## config.mk

```make
export PLATFORM = sky130hd
export DESIGN_NAME = gpio_edge_ctrl
export DESIGN_NICKNAME = d
export VERILOG_FILES = /design/src/rtl/gpio_edge_pkg.sv /design/src/rtl/gpio_pin_slice.sv /design/src/rtl/gpio_irq_group.sv /design/src/rtl/gpio_edge_ctrl.sv
export SDC_FILE = /design/constraint.sdc
export NUM_CORES = 1
export LEC_CHECK = 0
export BUFFER_PORTS_ARGS = -buffer_cell sky130_fd_sc_hd__buf_2
export CAP_MARGIN = 20
export CORE_AREA = 4 4 146 148
export CTS_BUF_LIST = sky130_fd_sc_hd__clkbuf_2 sky130_fd_sc_hd__clkbuf_4 sky130_fd_sc_hd__clkbuf_8
export DETAILED_ROUTE_END_ITERATION = 6
export DIE_AREA = 0 0 150 152
export GPL_TIMING_DRIVEN = 0
export PLACE_DENSITY_LB_ADDON = 0.15
export SLEW_MARGIN = 40
export SYNTH_ARGS = -nofsm -noshare
export SYNTH_HDL_FRONTEND = slang
export SYNTH_SLANG_ARGS = --single-unit
```

## constraint.sdc

```tcl
create_clock -name clk -period 8.4 [get_ports clk]
set_clock_uncertainty 0.15 [all_clocks]
set_input_delay 1.68 -clock clk [delete_from_list [all_inputs] [get_ports clk]]
set_output_delay 1.68 -clock clk [all_outputs]
set_load 0.01 [all_outputs]
```

## src/rtl/gpio_edge_pkg.sv

```systemverilog
package gpio_edge_pkg;
  parameter int NPINS = 13;
  parameter int G0W   = 7;
  localparam int G1W  = NPINS - G0W;
  localparam logic [15:0] OCTL_BASE = 16'h4E44;
  localparam logic [15:0] ICTL_BASE = 16'h4E51;
  localparam logic [15:0] STAT0_A   = 16'h4E0B;
  localparam logic [15:0] STAT1_A   = 16'h4E0C;
  localparam logic [15:0] MASK0_A   = 16'h4E19;
  localparam logic [15:0] MASK1_A   = 16'h4E1A;

  typedef enum logic [1:0] {
    EDGE_OFF  = 2'b00,
    EDGE_FALL = 2'b01,
    EDGE_RISE = 2'b10,
    EDGE_ANY  = 2'b11
  } edge_mode_e;

  typedef struct packed {
    logic       dir_out;
    logic       push_pull;
    logic       pull_en;
    logic [1:0] pull_sel;
    logic       level;
  } octl_t;
endpackage

```

## src/rtl/gpio_pin_slice.sv

```systemverilog
module gpio_pin_slice
  import gpio_edge_pkg::*;
(
  input  logic       clk,
  input  logic       rst_n,
  input  logic       wr_out,
  input  logic       wr_in,
  input  logic [5:0] octl_wdata,
  input  logic [1:0] mode_wdata,
  input  logic       pad_in,
  output logic [5:0] octl_o,
  output logic [1:0] mode_o,
  output logic       level_o,
  output logic       edge_o,
  output logic       pad_out,
  output logic       pad_oe,
  output logic       pad_pp,
  output logic       pad_pull_en,
  output logic [1:0] pad_pull_sel
);
  octl_t      octl_q;
  edge_mode_e mode_q;
  logic       meta_q, sync_q, prev_q;

  always_ff @(posedge clk or negedge rst_n) begin
    if (!rst_n) begin
      octl_q <= '0;
      mode_q <= EDGE_OFF;
      meta_q <= 1'b0;
      sync_q <= 1'b0;
      prev_q <= 1'b0;
    end else begin
      if (wr_out) octl_q <= octl_t'(octl_wdata);
      if (wr_in)  mode_q <= edge_mode_e'(mode_wdata);
      meta_q <= pad_in;
      sync_q <= meta_q;
      prev_q <= sync_q;
    end
  end

  logic rise, fall;
  assign rise   = sync_q & ~prev_q;
  assign fall   = prev_q & ~sync_q;
  assign edge_o = (mode_q[1] & rise) | (mode_q[0] & fall);

  assign octl_o       = octl_q;
  assign mode_o       = mode_q;
  assign level_o      = sync_q;
  assign pad_out      = octl_q.level;
  assign pad_oe       = octl_q.dir_out & (octl_q.push_pull | ~octl_q.level);
  assign pad_pp       = octl_q.push_pull;
  assign pad_pull_en  = octl_q.pull_en;
  assign pad_pull_sel = octl_q.pull_sel;


  octl_hold_chk: assert property (@(posedge clk) disable iff (!rst_n)
    wr_out |=> (octl_o == $past(octl_wdata)));


  edge_mode_chk: assert property (@(posedge clk) disable iff (!rst_n)
    edge_o |-> (mode_o != EDGE_OFF));
endmodule

```

## src/rtl/gpio_irq_group.sv

```systemverilog
module gpio_irq_group #(
  parameter int W = 7
) (
  input  logic         clk,
  input  logic         rst_n,
  input  logic [W-1:0] set_i,
  input  logic         clr_en,
  input  logic         mask_wr,
  input  logic [W-1:0] wdata,
  output logic [W-1:0] status_o,
  output logic [W-1:0] mask_o,
  output logic         pend_o
);
  logic [W-1:0] status_q, mask_q;

  always_ff @(posedge clk or negedge rst_n) begin
    if (!rst_n) begin
      status_q <= '0;
      mask_q   <= '1;
    end else begin
      status_q <= (status_q & ~(clr_en ? wdata : '0)) | set_i;
      if (mask_wr) mask_q <= wdata;
    end
  end

  assign status_o = status_q;
  assign mask_o   = mask_q;
  assign pend_o   = |(status_q & ~mask_q);


  set_wins_chk: assert property (@(posedge clk) disable iff (!rst_n)
    (set_i != '0) |=> ((status_o & $past(set_i)) == $past(set_i)));


  w1c_clear_chk: assert property (@(posedge clk) disable iff (!rst_n)
    (clr_en && set_i == '0) |=> ((status_o & $past(wdata)) == '0));


  status_hold_chk: assert property (@(posedge clk) disable iff (!rst_n)
    (!clr_en && set_i == '0) |=> $stable(status_o));
endmodule

```

## src/rtl/gpio_edge_ctrl.sv

```systemverilog
module gpio_edge_ctrl
  import gpio_edge_pkg::*;
(
  input  logic                clk,
  input  logic                rst_n,
  input  logic                reg_wr_en,
  input  logic [15:0]         reg_addr,
  input  logic [7:0]          reg_wdata,
  output logic [7:0]          reg_rdata,
  input  logic [NPINS-1:0]    pad_in,
  output logic [NPINS-1:0]    pad_out,
  output logic [NPINS-1:0]    pad_oe,
  output logic [NPINS-1:0]    pad_push_pull,
  output logic [NPINS-1:0]    pad_pull_en,
  output logic [2*NPINS-1:0]  pad_pull_sel,
  output logic                irq_out
);
  logic [5:0]       octl   [NPINS];
  logic [1:0]       mode   [NPINS];
  logic [NPINS-1:0] level, edges;
  logic             unused_wdata_hi;
  assign unused_wdata_hi = ^reg_wdata[7:6];

  for (genvar p = 0; p < NPINS; p++) begin : g_pin
    gpio_pin_slice u_pin (
      .clk          (clk),
      .rst_n        (rst_n),
      .wr_out       (reg_wr_en && reg_addr == OCTL_BASE + 16'(p)),
      .wr_in        (reg_wr_en && reg_addr == ICTL_BASE + 16'(p)),
      .octl_wdata   (reg_wdata[5:0]),
      .mode_wdata   (reg_wdata[2:1]),
      .pad_in       (pad_in[p]),
      .octl_o       (octl[p]),
      .mode_o       (mode[p]),
      .level_o      (level[p]),
      .edge_o       (edges[p]),
      .pad_out      (pad_out[p]),
      .pad_oe       (pad_oe[p]),
      .pad_pp       (pad_push_pull[p]),
      .pad_pull_en  (pad_pull_en[p]),
      .pad_pull_sel (pad_pull_sel[2*p+1:2*p])
    );
  end

  logic [G0W-1:0] stat0, mask0;
  logic [G1W-1:0] stat1, mask1;
  logic           pend0, pend1;

  gpio_irq_group #(.W(G0W)) u_grp0 (
    .clk     (clk),
    .rst_n   (rst_n),
    .set_i   (edges[G0W-1:0]),
    .clr_en  (reg_wr_en && reg_addr == STAT0_A),
    .mask_wr (reg_wr_en && reg_addr == MASK0_A),
    .wdata   (reg_wdata[G0W-1:0]),
    .status_o(stat0),
    .mask_o  (mask0),
    .pend_o  (pend0)
  );

  gpio_irq_group #(.W(G1W)) u_grp1 (
    .clk     (clk),
    .rst_n   (rst_n),
    .set_i   (edges[NPINS-1:G0W]),
    .clr_en  (reg_wr_en && reg_addr == STAT1_A),
    .mask_wr (reg_wr_en && reg_addr == MASK1_A),
    .wdata   (reg_wdata[G1W-1:0]),
    .status_o(stat1),
    .mask_o  (mask1),
    .pend_o  (pend1)
  );

  assign irq_out = pend0 | pend1;

  always_comb begin
    reg_rdata = '0;
    for (int p = 0; p < NPINS; p++) begin
      if (reg_addr == OCTL_BASE + 16'(p)) reg_rdata = {2'b00, octl[p]};
      if (reg_addr == ICTL_BASE + 16'(p)) reg_rdata = {5'b0, mode[p], level[p]};
    end
    if (reg_addr == STAT0_A) reg_rdata = 8'(stat0);
    if (reg_addr == STAT1_A) reg_rdata = 8'(stat1);
    if (reg_addr == MASK0_A) reg_rdata = 8'(mask0);
    if (reg_addr == MASK1_A) reg_rdata = 8'(mask1);
  end


  irq_follows_chk: assert property (@(posedge clk) disable iff (!rst_n)
    irq_out |-> ((stat0 & ~mask0) != '0 || (stat1 & ~mask1) != '0));
endmodule

```

; ---- After elaboration in Yosys (flattened, before gate mapping)
; Cells that the tools add are included.
[totals]
ff_bits = 169
out_inout_bits = 87
word_cells = 356
[op_classes]
eq_ne = 30
n_mux = 32
bitwise_logic = 141
n_reduce_logical = 32
[ops]
columns = op, n
row1 = == test 16 x 15 -> 1 bit (second input constant), 30
row2 = 2-to-1 mux 8 bit, 29
row3 = AND 1 bit, 65
row4 = inverter 1 bit, 39
row5 = logical AND 1 bit, 30
row6 = OR 1 bit, 27
row7 = AND 7 bit, 2
row8 = inverter 7 bit, 2
row9 = AND 6 bit, 2
row10 = 2-to-1 mux 6 bit, 2
row11 = inverter 6 bit, 2
row12 = 2-to-1 mux 7 bit, 1
row13 = OR 7 bit, 1
row14 = OR reduction 7 bit, 1
row15 = OR 6 bit, 1
row16 = OR reduction 6 bit, 1

; ---- Logic depth before layout (Yosys ltp)
; Gate-level depths: netlist of the first run.
[logic_depth]
word_depth = 31
ltp_mapped = 10
mapped_depth_nobuf = 8

; ---- By module
; Synthesis of the first run repeated with hierarchy kept, for this count alone.
[unflattened]
hier_cells = 811
area_unflattened_um2 = 9057.4
[modules_own_cells]
columns = mod, instances, cells_per_inst, area_each_um2
row1 = gpio_pin_slice, 13, 31, 457.9
row2 = gpio_edge_ctrl, 1, 321, 2030.7
row3 = gpio_irq_group (u_grp0), 1, 46, 576.8
row4 = gpio_irq_group (u_grp1), 1, 41, 496.7

; ---- Least setup slack after synthesis of the first run
; No wires, ideal clock.
[synth_timing]
path_kind = in2out
startpoint = in reg_addr[13]
endpoint = out reg_rdata[1]
t_arrival_ps = 3677
slack_ps = 2893
stages = 9
cell_sequence = or4b_1 buf_6 nor2_8 nand3_2 o211a_1 o311a_1 o211ai_2 a311oi_1 o221ai_1
[synth_via]
elab_chain_len = 31
[synth_rtl]
columns = element, line
row1 = "start, declared", gpio_edge_ctrl.sv:7  ; input logic [15:0] reg_addr,
row2 = == test 16 x 15 -> 1 bit, gpio_edge_ctrl.sv:78  ; if (reg_addr == OCTL_BASE + 16'(p)) reg_rdata = {2'b00, octl[p]};
row3 = 2-to-1 mux 6 bit, gpio_edge_ctrl.sv:78
row4 = 2-to-1 mux 8 bit, gpio_edge_ctrl.sv:79  ; if (reg_addr == ICTL_BASE + 16'(p)) reg_rdata = {5'b0, mode[p], level[p]};
row5 = 2-to-1 mux 8 bit, gpio_edge_ctrl.sv:78
row6 = 2-to-1 mux 8 bit, gpio_edge_ctrl.sv:79
row7 = 2-to-1 mux 8 bit, gpio_edge_ctrl.sv:78
row8 = 2-to-1 mux 8 bit, gpio_edge_ctrl.sv:79
row9 = 2-to-1 mux 8 bit, gpio_edge_ctrl.sv:78
row10 = (+15 left out), -
row11 = 2-to-1 mux 8 bit, gpio_edge_ctrl.sv:78
row12 = 2-to-1 mux 8 bit, gpio_edge_ctrl.sv:79
row13 = 2-to-1 mux 8 bit, gpio_edge_ctrl.sv:78
row14 = 2-to-1 mux 8 bit, gpio_edge_ctrl.sv:79
row15 = 2-to-1 mux 8 bit, gpio_edge_ctrl.sv:81  ; if (reg_addr == STAT0_A) reg_rdata = 8'(stat0);
row16 = 2-to-1 mux 8 bit, gpio_edge_ctrl.sv:82  ; if (reg_addr == STAT1_A) reg_rdata = 8'(stat1);
row17 = 2-to-1 mux 8 bit, gpio_edge_ctrl.sv:83  ; if (reg_addr == MASK0_A) reg_rdata = 8'(mask0);
row18 = 2-to-1 mux 8 bit *, gpio_edge_ctrl.sv:84  ; if (reg_addr == MASK1_A) reg_rdata = 8'(mask1);
row19 = "end, declared", gpio_edge_ctrl.sv:9  ; output logic [7:0] reg_rdata,
; Every way passes the cells marked *; elsewhere a longest branch is shown, timed or not.

; ---- Worst setup path in the final report of the first run
[layout_timing]
startpoint = in reg_addr[0]
endpoint = out reg_rdata[4]
; The elaborated chain is that of the path after synthesis.

==> results of run 1 <==
sequential cells by signal, summed over array words and instances (netlist names):
| name | count |
|---|---|
| g_pin.u_pin.level_o | 13 |
| g_pin.u_pin.meta_q | 13 |
| g_pin.u_pin.mode_o | 26 |
| g_pin.u_pin.octl_o | 13 |
| g_pin.u_pin.pad_out | 13 |
| g_pin.u_pin.pad_pp | 13 |
| g_pin.u_pin.pad_pull_en | 13 |
| g_pin.u_pin.pad_pull_sel | 26 |
| g_pin.u_pin.prev_q | 13 |
| u_grp0.mask_o | 7 |
| u_grp0.status_o | 7 |
| u_grp1.mask_o | 6 |
| u_grp1.status_o | 6 |
worst max path at each step:
stage,from,end,slack [ns],cells after the start
after global routing,reg_addr[0],reg_rdata[4],1.48,11
after detailed placement,reg_addr[0],reg_rdata[4],1.78,11
after floorplan,reg_addr[13],reg_rdata[1],2.89,9
after global placement,reg_addr[0],reg_rdata[4],1.47,11
final,reg_addr[0],reg_rdata[4],1.64,11
after CTS,reg_addr[0],reg_rdata[4],1.76,11
routing by layer:
layer	wire length, um	track usage, %
met5	0	0
met2	13000	38.8
met1	13000	37.9
met3	2310	5.06
met4	549	6.71
metrics by stage:
stage | instances | power, mW | utilization [%] | hold WS (ns) | area, um^2
floorplan | 816 | 0.874 | - | 0.181 | 8740
detailed placement | 1205 | 0.929 | 48.8 | 0.185 | 9770
global placement | 1203 | 0.925 | 48.2 | 0.181 | 9660
finish | 1237 | 1.55 | 50.9 | 0.203 | 10200
CTS | 1237 | 1.57 | 50.9 | 0.207 | 10200
global route | 1237 | 1.61 | 50.9 | 0.209 | 10200
synthesized netlist by cell type, types with 5 or more instances:
master	instances	area share [%]
nor2b_1	7	0.50
inv_1	28	1.2
a32oi_1	5	0.50
nand3b_1	13	1.1
a222oi_1	6	0.69
nand2b_1	5	0.36
o21ai_0	15	0.86
a22oi_1	12	1.0
nor2_1	34	1.5
nor3_1	23	1.3
a21oi_1	23	1.3
a21boi_0	13	1.1
o211ai_1	15	1.3
nand2_1	81	3.5
o22ai_1	12	0.86
mux2_2	114	15
a31oi_1	8	0.57
dfrtp_1	156	45
dfstp_2	13	3.9
a221oi_1	5	0.50
nand3_1	22	1.3
clkbuf_1	27	1.2
buf_4	81	7.0
nand4_1	14	1.0
cells by family (layout without fill, tap and decap cells):
kind of cell,count (synthesis),count (layout),synth area share [%]
other,1,1,0.0429
muxes,119,119,15.3
DFF,169,169,48.6
AOI/OAI and AO/OA,146,146,11.8
buffers and inverters,143,294,9.77
and+or+nand+nor,238,238,14.5
cells in the final DEF, fill, tap and decap left out, types with 6 or more instances in the layout:
master      n
inv_1      28
dfstp_2    13
a222oi_1    6
a31oi_1     8
nor2_1     33
o21ai_0    15
mux2_2    114
nor3_1     20
nand4_1    14
nor2b_1     7
o22ai_1    12
a22oi_1    12
nor3_2      6
clkbuf_1   27
a21boi_0   13
buf_4      81
dfrtp_1   156
nand3b_1   13
clkbuf_8   18
nand2_1    81
nand3_1    22
a21oi_1    23
o211ai_1   15
buf_2     120
area by class of cell:
class                   instances  share of cell area, %
multi-input cells             504                   36.1
repair buffers                119                   6.37
clock buffers                  18                   2.43
well taps                     270                   3.31
plain buffers                 115                   7.33
flip-flops and latches        169                   41.6
inverters                      28                   1.03
clock inverters                14                   1.81
power breakdown:
part / internal, mW / leakage (nW) / total (mW) / switching (mW)
Sequential: 0.823 / 2.13 / 0.830 / 0.00688
Combinational: 0.0205 / 2.58 / 0.0840 / 0.0636
Clock: 0.311 / 0.220 / 0.641 / 0.329
Total: 1.15 / 4.93 / 1.55 / 0.400
==> results.py, run 1 <==
metrics = {
    "min_path": {
        "hold_path.class": "flip-flop to flip-flop",
        "min_from": "g_pin[9].u_pin.meta_q",
        "min_to": "g_pin[9].u_pin.level_o",
        "holdPathStages": 0,
    },
    "setup_path": {
        "worst_ep_required_time_ns": 6.57,
        "crit_fanout": 10,
        "slowest_stage": "nor4_4",
        "rr_startpoint": "g_pin[12].u_pin.pad_out",
        "worstPathCellList": "buf_2 -> clkbuf_1 -> nor2_1 -> nand3_1 -> nor4_4 -> a221o_1 -> a221oi_1 -> nand4_1 -> o21ai_1 -> a31oi_1 -> buf_2",
        "worst-setup-path-type": "input pin to primary output",
        "ff2ff_path_depth": 1,
        "end_kind": "primary output",
        "cp.arrival_ns": 4.93,
        "r2r_slack_ns": 7.38,
        "rr_endpoint": "g_pin[12].u_pin.pad_out",
        "crit_path_start_kind": "input pin",
        "slowest_delay_ns": 0.69,
        "path_delay_family": "simple AND/OR/NAND/NOR gates",
        "path_buf_inv": 3,
        "cp_common_cell": "buf_2",
    },
    "timing": {
        "slew_viol_final": 0,
        "max_freq_mhz": 148,
        "post-route-min-period_ns": 6.76,
        "hold_viol": 0,
        "max_slew_margin_pct": 41.4,
        "setup_viol": 0,
        "rsz0062_at_grt": "no",
        "tightestPinTransition_ns": 0.879,
        "tns_ns": 0,
        "period_share_pct": 80.5,
        "setup_slack_ns": 1.64,
    },
    "job": {
        "maxCapViolations": 0,
    },
    "status": {
        "status": "complete, no violations",
    },
    "finish": {
        "drive_gt1_share_pct": 39.7,
        "syn2layout_area_growth_pct": 16.8,
        "fill_cells": 1918,
        "n_antenna_cell": 0,
        "ff_latch_area_um2": 4250,
        "multi_input_area_um2": 3690,
        "fin_nets": 994,
    },
    "floorplan": {
        "core_area_um2": 20000,
        "fp.dieW_um": 150,
        "dieArea_um2": 22800,
        "die_y_um": 152,
        "placementRows": 52,
        "ios": 127,
        "start_util_pct": 43.6,
    },
    "logic_synthesis": {
        "async_reset_ff_share_pct": 100,
        "syn_inst": 816,
        "synth_area_um2": 8740,
        "ys.flop_type": "dfrtp_1",
        "avgSynthCellArea_um2": 10.7,
        "yosys_register_bits": 169,
        "syn-num-nets": 856,
        "ys_types": 67,
        "yosys_warnings": 0,
        "synth_edf_count": 0,
        "ys_seq_area_share_pct": 48.6,
    },
    "power_and_ir_drop": {
        "power_density_nw_per_um2": 152,
        "leakage_nw": 4.93,
        "peakVddDrop_mv": 0.0911,
    },
    "global_route": {
        "grt.total_usage_pct": 25.7,
        "grt_pass1_wl_mm": 44.0,
        "grt_max_degree": 63,
        "grt_pass1_vias": 6870,
        "grt-ovfl-total": 0,
        "antenna_found_initial": 0,
    },
    "drt": {
        "avgViaCountPerCell": 5.71,
        "drc": 0,
        "routedWlPerCell_um": 23.3,
        "drtIter0Drc": 701,
        "vias": 7066,
        "ant_nets": 0,
        "routed_wl_mm": 28.8,
        "dr.pass1.iters": 6,
    },
    "clock_tree": {
        "htree_levels": 4,
        "ctsLongestPathBuffers": 2,
        "cts_buffers": 17,
        "cts.clk_slew.worst_paths_ns": 0.09,
        "postCtsHoldBufs": 0,
        "cts_tree": "done",
        "cts.repair_timing.setup_buffer_count": 0,
        "clockRootBuffer": "clkbuf_8",
        "clk_latency_ns": 0.48,
        "cts.sinks": 169,
        "cts_resized": 0,
    },
    "placement": {
        "dp_hpwl_mm": 21.6,
        "port_buffers": 117,
        "pre_cts_ws_ns": 1.78,
        "globalplace.congestion": 0.952,
    },
}
No activity file was read; power rests on OpenSTA's default activity.
==> run 2, diff against run 1 <==
--- a/config.mk
+++ b/config.mk
@@ -5,6 +5,7 @@
 export SDC_FILE = /design/constraint.sdc
 export NUM_CORES = 1
 export LEC_CHECK = 0
+export ABC_AREA = 1
 export BUFFER_PORTS_ARGS = -buffer_cell sky130_fd_sc_hd__buf_2
 export CAP_MARGIN = 20
 export CORE_AREA = 4 4 146 148
==> constraint.sdc (replaced) <==
create_clock -name clk -period 6.6 [get_ports clk]
set_clock_uncertainty 0.15 [all_clocks]
set_input_delay 1.32 -clock clk [delete_from_list [all_inputs] [get_ports clk]]
set_output_delay 1.32 -clock clk [all_outputs]
set_load 0.01 [all_outputs]
==> run 2 against run 1 <==
Final cell count is 24% higher. Worst setup slack worse by 0.65 ns. Synthesized area is 0.62% lower. First-iteration DRC count is 17% lower.
==> results.py, run 2 <==
metrics = {
    "status": {
        "status": "complete, no violations",
    },
    "drt": {
        "drtIter0Drc": 583,
        "routed_wl_mm": 24.1,
        "wl_met2_mm": 10.8,
        "dr.pass1.iters": 5,
        "drc": 0,
        "top_layer": "met4",
        "vias": 7421,
        "wl_met1_mm": 11.7,
        "ant_nets": 0,
        "avgViaCountPerCell": 4.84,
        "wl_met3_mm": 1.25,
        "routedWlPerCell_um": 15.7,
    },
    "clock_tree": {
        "cts_buffers": 17,
        "postCtsHoldBufs": 0,
        "htree_levels": 4,
        "cts.sinks": 169,
        "cts.clk_slew.worst_paths_ns": 0.09,
        "cts_resized": 0,
        "clockRootBuffer": "clkbuf_8",
        "cts_tree": "done",
        "clk_latency_ns": 0.46,
        "ctsLongestPathBuffers": 2,
        "cts.repair_timing.setup_buffer_count": 0,
    },
    "min_path": {
        "hold_path.class": "flip-flop to flip-flop",
    },
    "global_route": {
        "antenna_found_initial": 0,
        "grt.total_usage_pct": 21.5,
        "grt_pass1_vias": 6928,
        "grt_max_degree": 73,
        "grt-ovfl-total": 0,
        "grt_pass1_wl_mm": 38.0,
    },
    "finish": {
        "fin_util_pct": 50.5,
        "fill_cells": 2045,
        "syn2layout_area_growth_pct": 16.5,
        "fin_nets": 1290,
        "n_antenna_cell": 0,
        "drive_gt1_share_pct": 23.1,
        "final_cell_mix": "nand2_1, o21ai_0, inv_1",
        "final_common_cell": "nand2_1",
    },
    "setup_path": {
        "end_kind": "primary output",
        "worst-setup-path-type": "input pin to primary output",
        "worst_ep_required_time_ns": 5.13,
        "worstPathCellList": "buf_2 -> inv_1 -> nand2_1 -> inv_1 -> nand2_1 -> nor2_4 -> a22o_2 -> a21oi_1 -> nand3_1 -> a221oi_1 -> nand4_1 -> a21oi_1 -> nand3_1 -> o22ai_1 -> nand2_1 -> o211ai_1 -> nand2_1 -> buf_2",
        "slowest_stage": "a221oi_1",
        "slowest_delay_ns": 0.45,
        "crit_fanout": 5,
        "crit_path_start_kind": "input pin",
        "cp_common_cell": "nand2_1",
        "cp.arrival_ns": 4.14,
    },
    "logic_synthesis": {
        "yosys_warnings": 0,
        "ys_seq_area_share_pct": 48.9,
        "synth_most_common_cell": "nand2_1",
        "syn-num-nets": 1145,
        "synth_commonest_cells": "nand2_1, o21ai_0, inv_1, dfrtp_1, buf_4",
        "synth.top_cell.area_share_pct": 45.0,
        "synth_top_area_cell": "dfrtp_1",
        "ys_top_cells_by_area": "dfrtp_1, nand2_1, o21ai_0, inv_1, buf_4",
        "synth_area_um2": 8680,
        "syn_inst": 1105,
        "synth_edf_count": 0,
        "yosys_register_bits": 169,
        "avgSynthCellArea_um2": 7.86,
        "ys_types": 36,
        "async_reset_ff_share_pct": 100,
        "ys.flop_type": "dfrtp_1",
    },
    "placement": {
        "port_buffers": 124,
        "pre_cts_ws_ns": 0.970,
        "dp_hpwl_mm": 17.7,
        "globalplace.congestion": 0.937,
    },
    "timing": {
        "max_freq_mhz": 178,
        "slew_viol_final": 0,
        "setup_viol": 0,
        "setup_slack_ns": 0.986,
        "tns_ns": 0,
        "max_slew_margin_pct": 40.7,
        "period_share_pct": 85.1,
        "holdWs_ns": 0.205,
        "rsz0062_at_grt": "no",
        "post-route-min-period_ns": 5.61,
        "hold_viol": 0,
        "tightestPinTransition_ns": 0.889,
    },
    "power_and_ir_drop": {
        "power_mw": 1.89,
        "peakVddDrop_mv": 0.121,
        "leakage_nw": 4.96,
        "power_density_nw_per_um2": 187,
    },
    "floorplan": {
        "die_y_um": 152,
        "fp.dieW_um": 150,
        "placementRows": 52,
        "ios": 127,
        "core_area_um2": 20000,
        "dieArea_um2": 22800,
        "start_util_pct": 43.3,
    },
    "job": {
        "maxCapViolations": 0,
    },
}
[run 2: worst max-delay path, delay by kind of cell]
kind / cells / cell delay, ns
AO/OA/AOI/OAI: 6 / 1.41
AND/OR/NAND/NOR: 8 / 1.02
buffers and inverters: 4 / 0.37
[run 2: final cells by class]
class / count / area [um^2] / area share [%]
Buffer: 107 / 701 / 6.93
Clock buffer: 21 / 283 / 2.80
Clock inverter: 11 / 120 / 1.19
Inverter: 174 / 653 / 6.46
Multi-Input combinational cell: 655 / 3090 / 30.5
Sequential cell: 169 / 4250 / 42.0
Tap cell: 270 / 338 / 3.34
Timing Repair Buffer: 126 / 686 / 6.78
[run 2: kinds of logic after synthesis]
kind of cell	count (synthesis)	synth area share, %
flip-flops	169	48.9
other	1	0.0432
AO/OA/AOI/OAI	260	16.6
buffers and inverters	281	15.6
AND/OR/NAND/NOR	394	18.9
[run 2: metrics by stage]
step / cells / area (um^2)
after floorplan: 1105 / 8680
after global placement: 1499 / 9640
after detailed placement: 1501 / 9710
after CTS: 1533 / 10100
after global routing: 1533 / 10100
final: 1533 / 10100
[run 2: metal layers]
layer,up-vias,global-route usage [%]
li1,3735,-
met1,3448,31.6
met2,214,33.1
met3,24,4.11
met4,0,5.14
met5,-,0
[run 2: final timing paths]
check / from / slack [ns] / depth (start not counted) / to
setup / recovery: reg_addr[3] / 0.99 / 18 / reg_rdata[3]
hold / removal: g_pin[8].u_pin.meta_q / 0.20 / 0 / g_pin[8].u_pin.level_o
setup reg to reg: g_pin[3].u_pin.level_o / 5.53 / 1 / u_grp0.status_o[3]
hold reg to reg: g_pin[8].u_pin.meta_q / 0.20 / 0 / g_pin[8].u_pin.level_o
max in group asynchronous: rst_n / 4.71 / 3 / u_grp0.mask_o[2]
min in group asynchronous: rst_n / 0.57 / 1 / g_pin[1].u_pin.meta_q
[run 2: report_power, final]
group          internal, mW  switching, mW
Combinational        0.0190         0.0661
Sequential             1.05        0.00716
Clock                 0.369          0.385
Total                  1.44          0.458
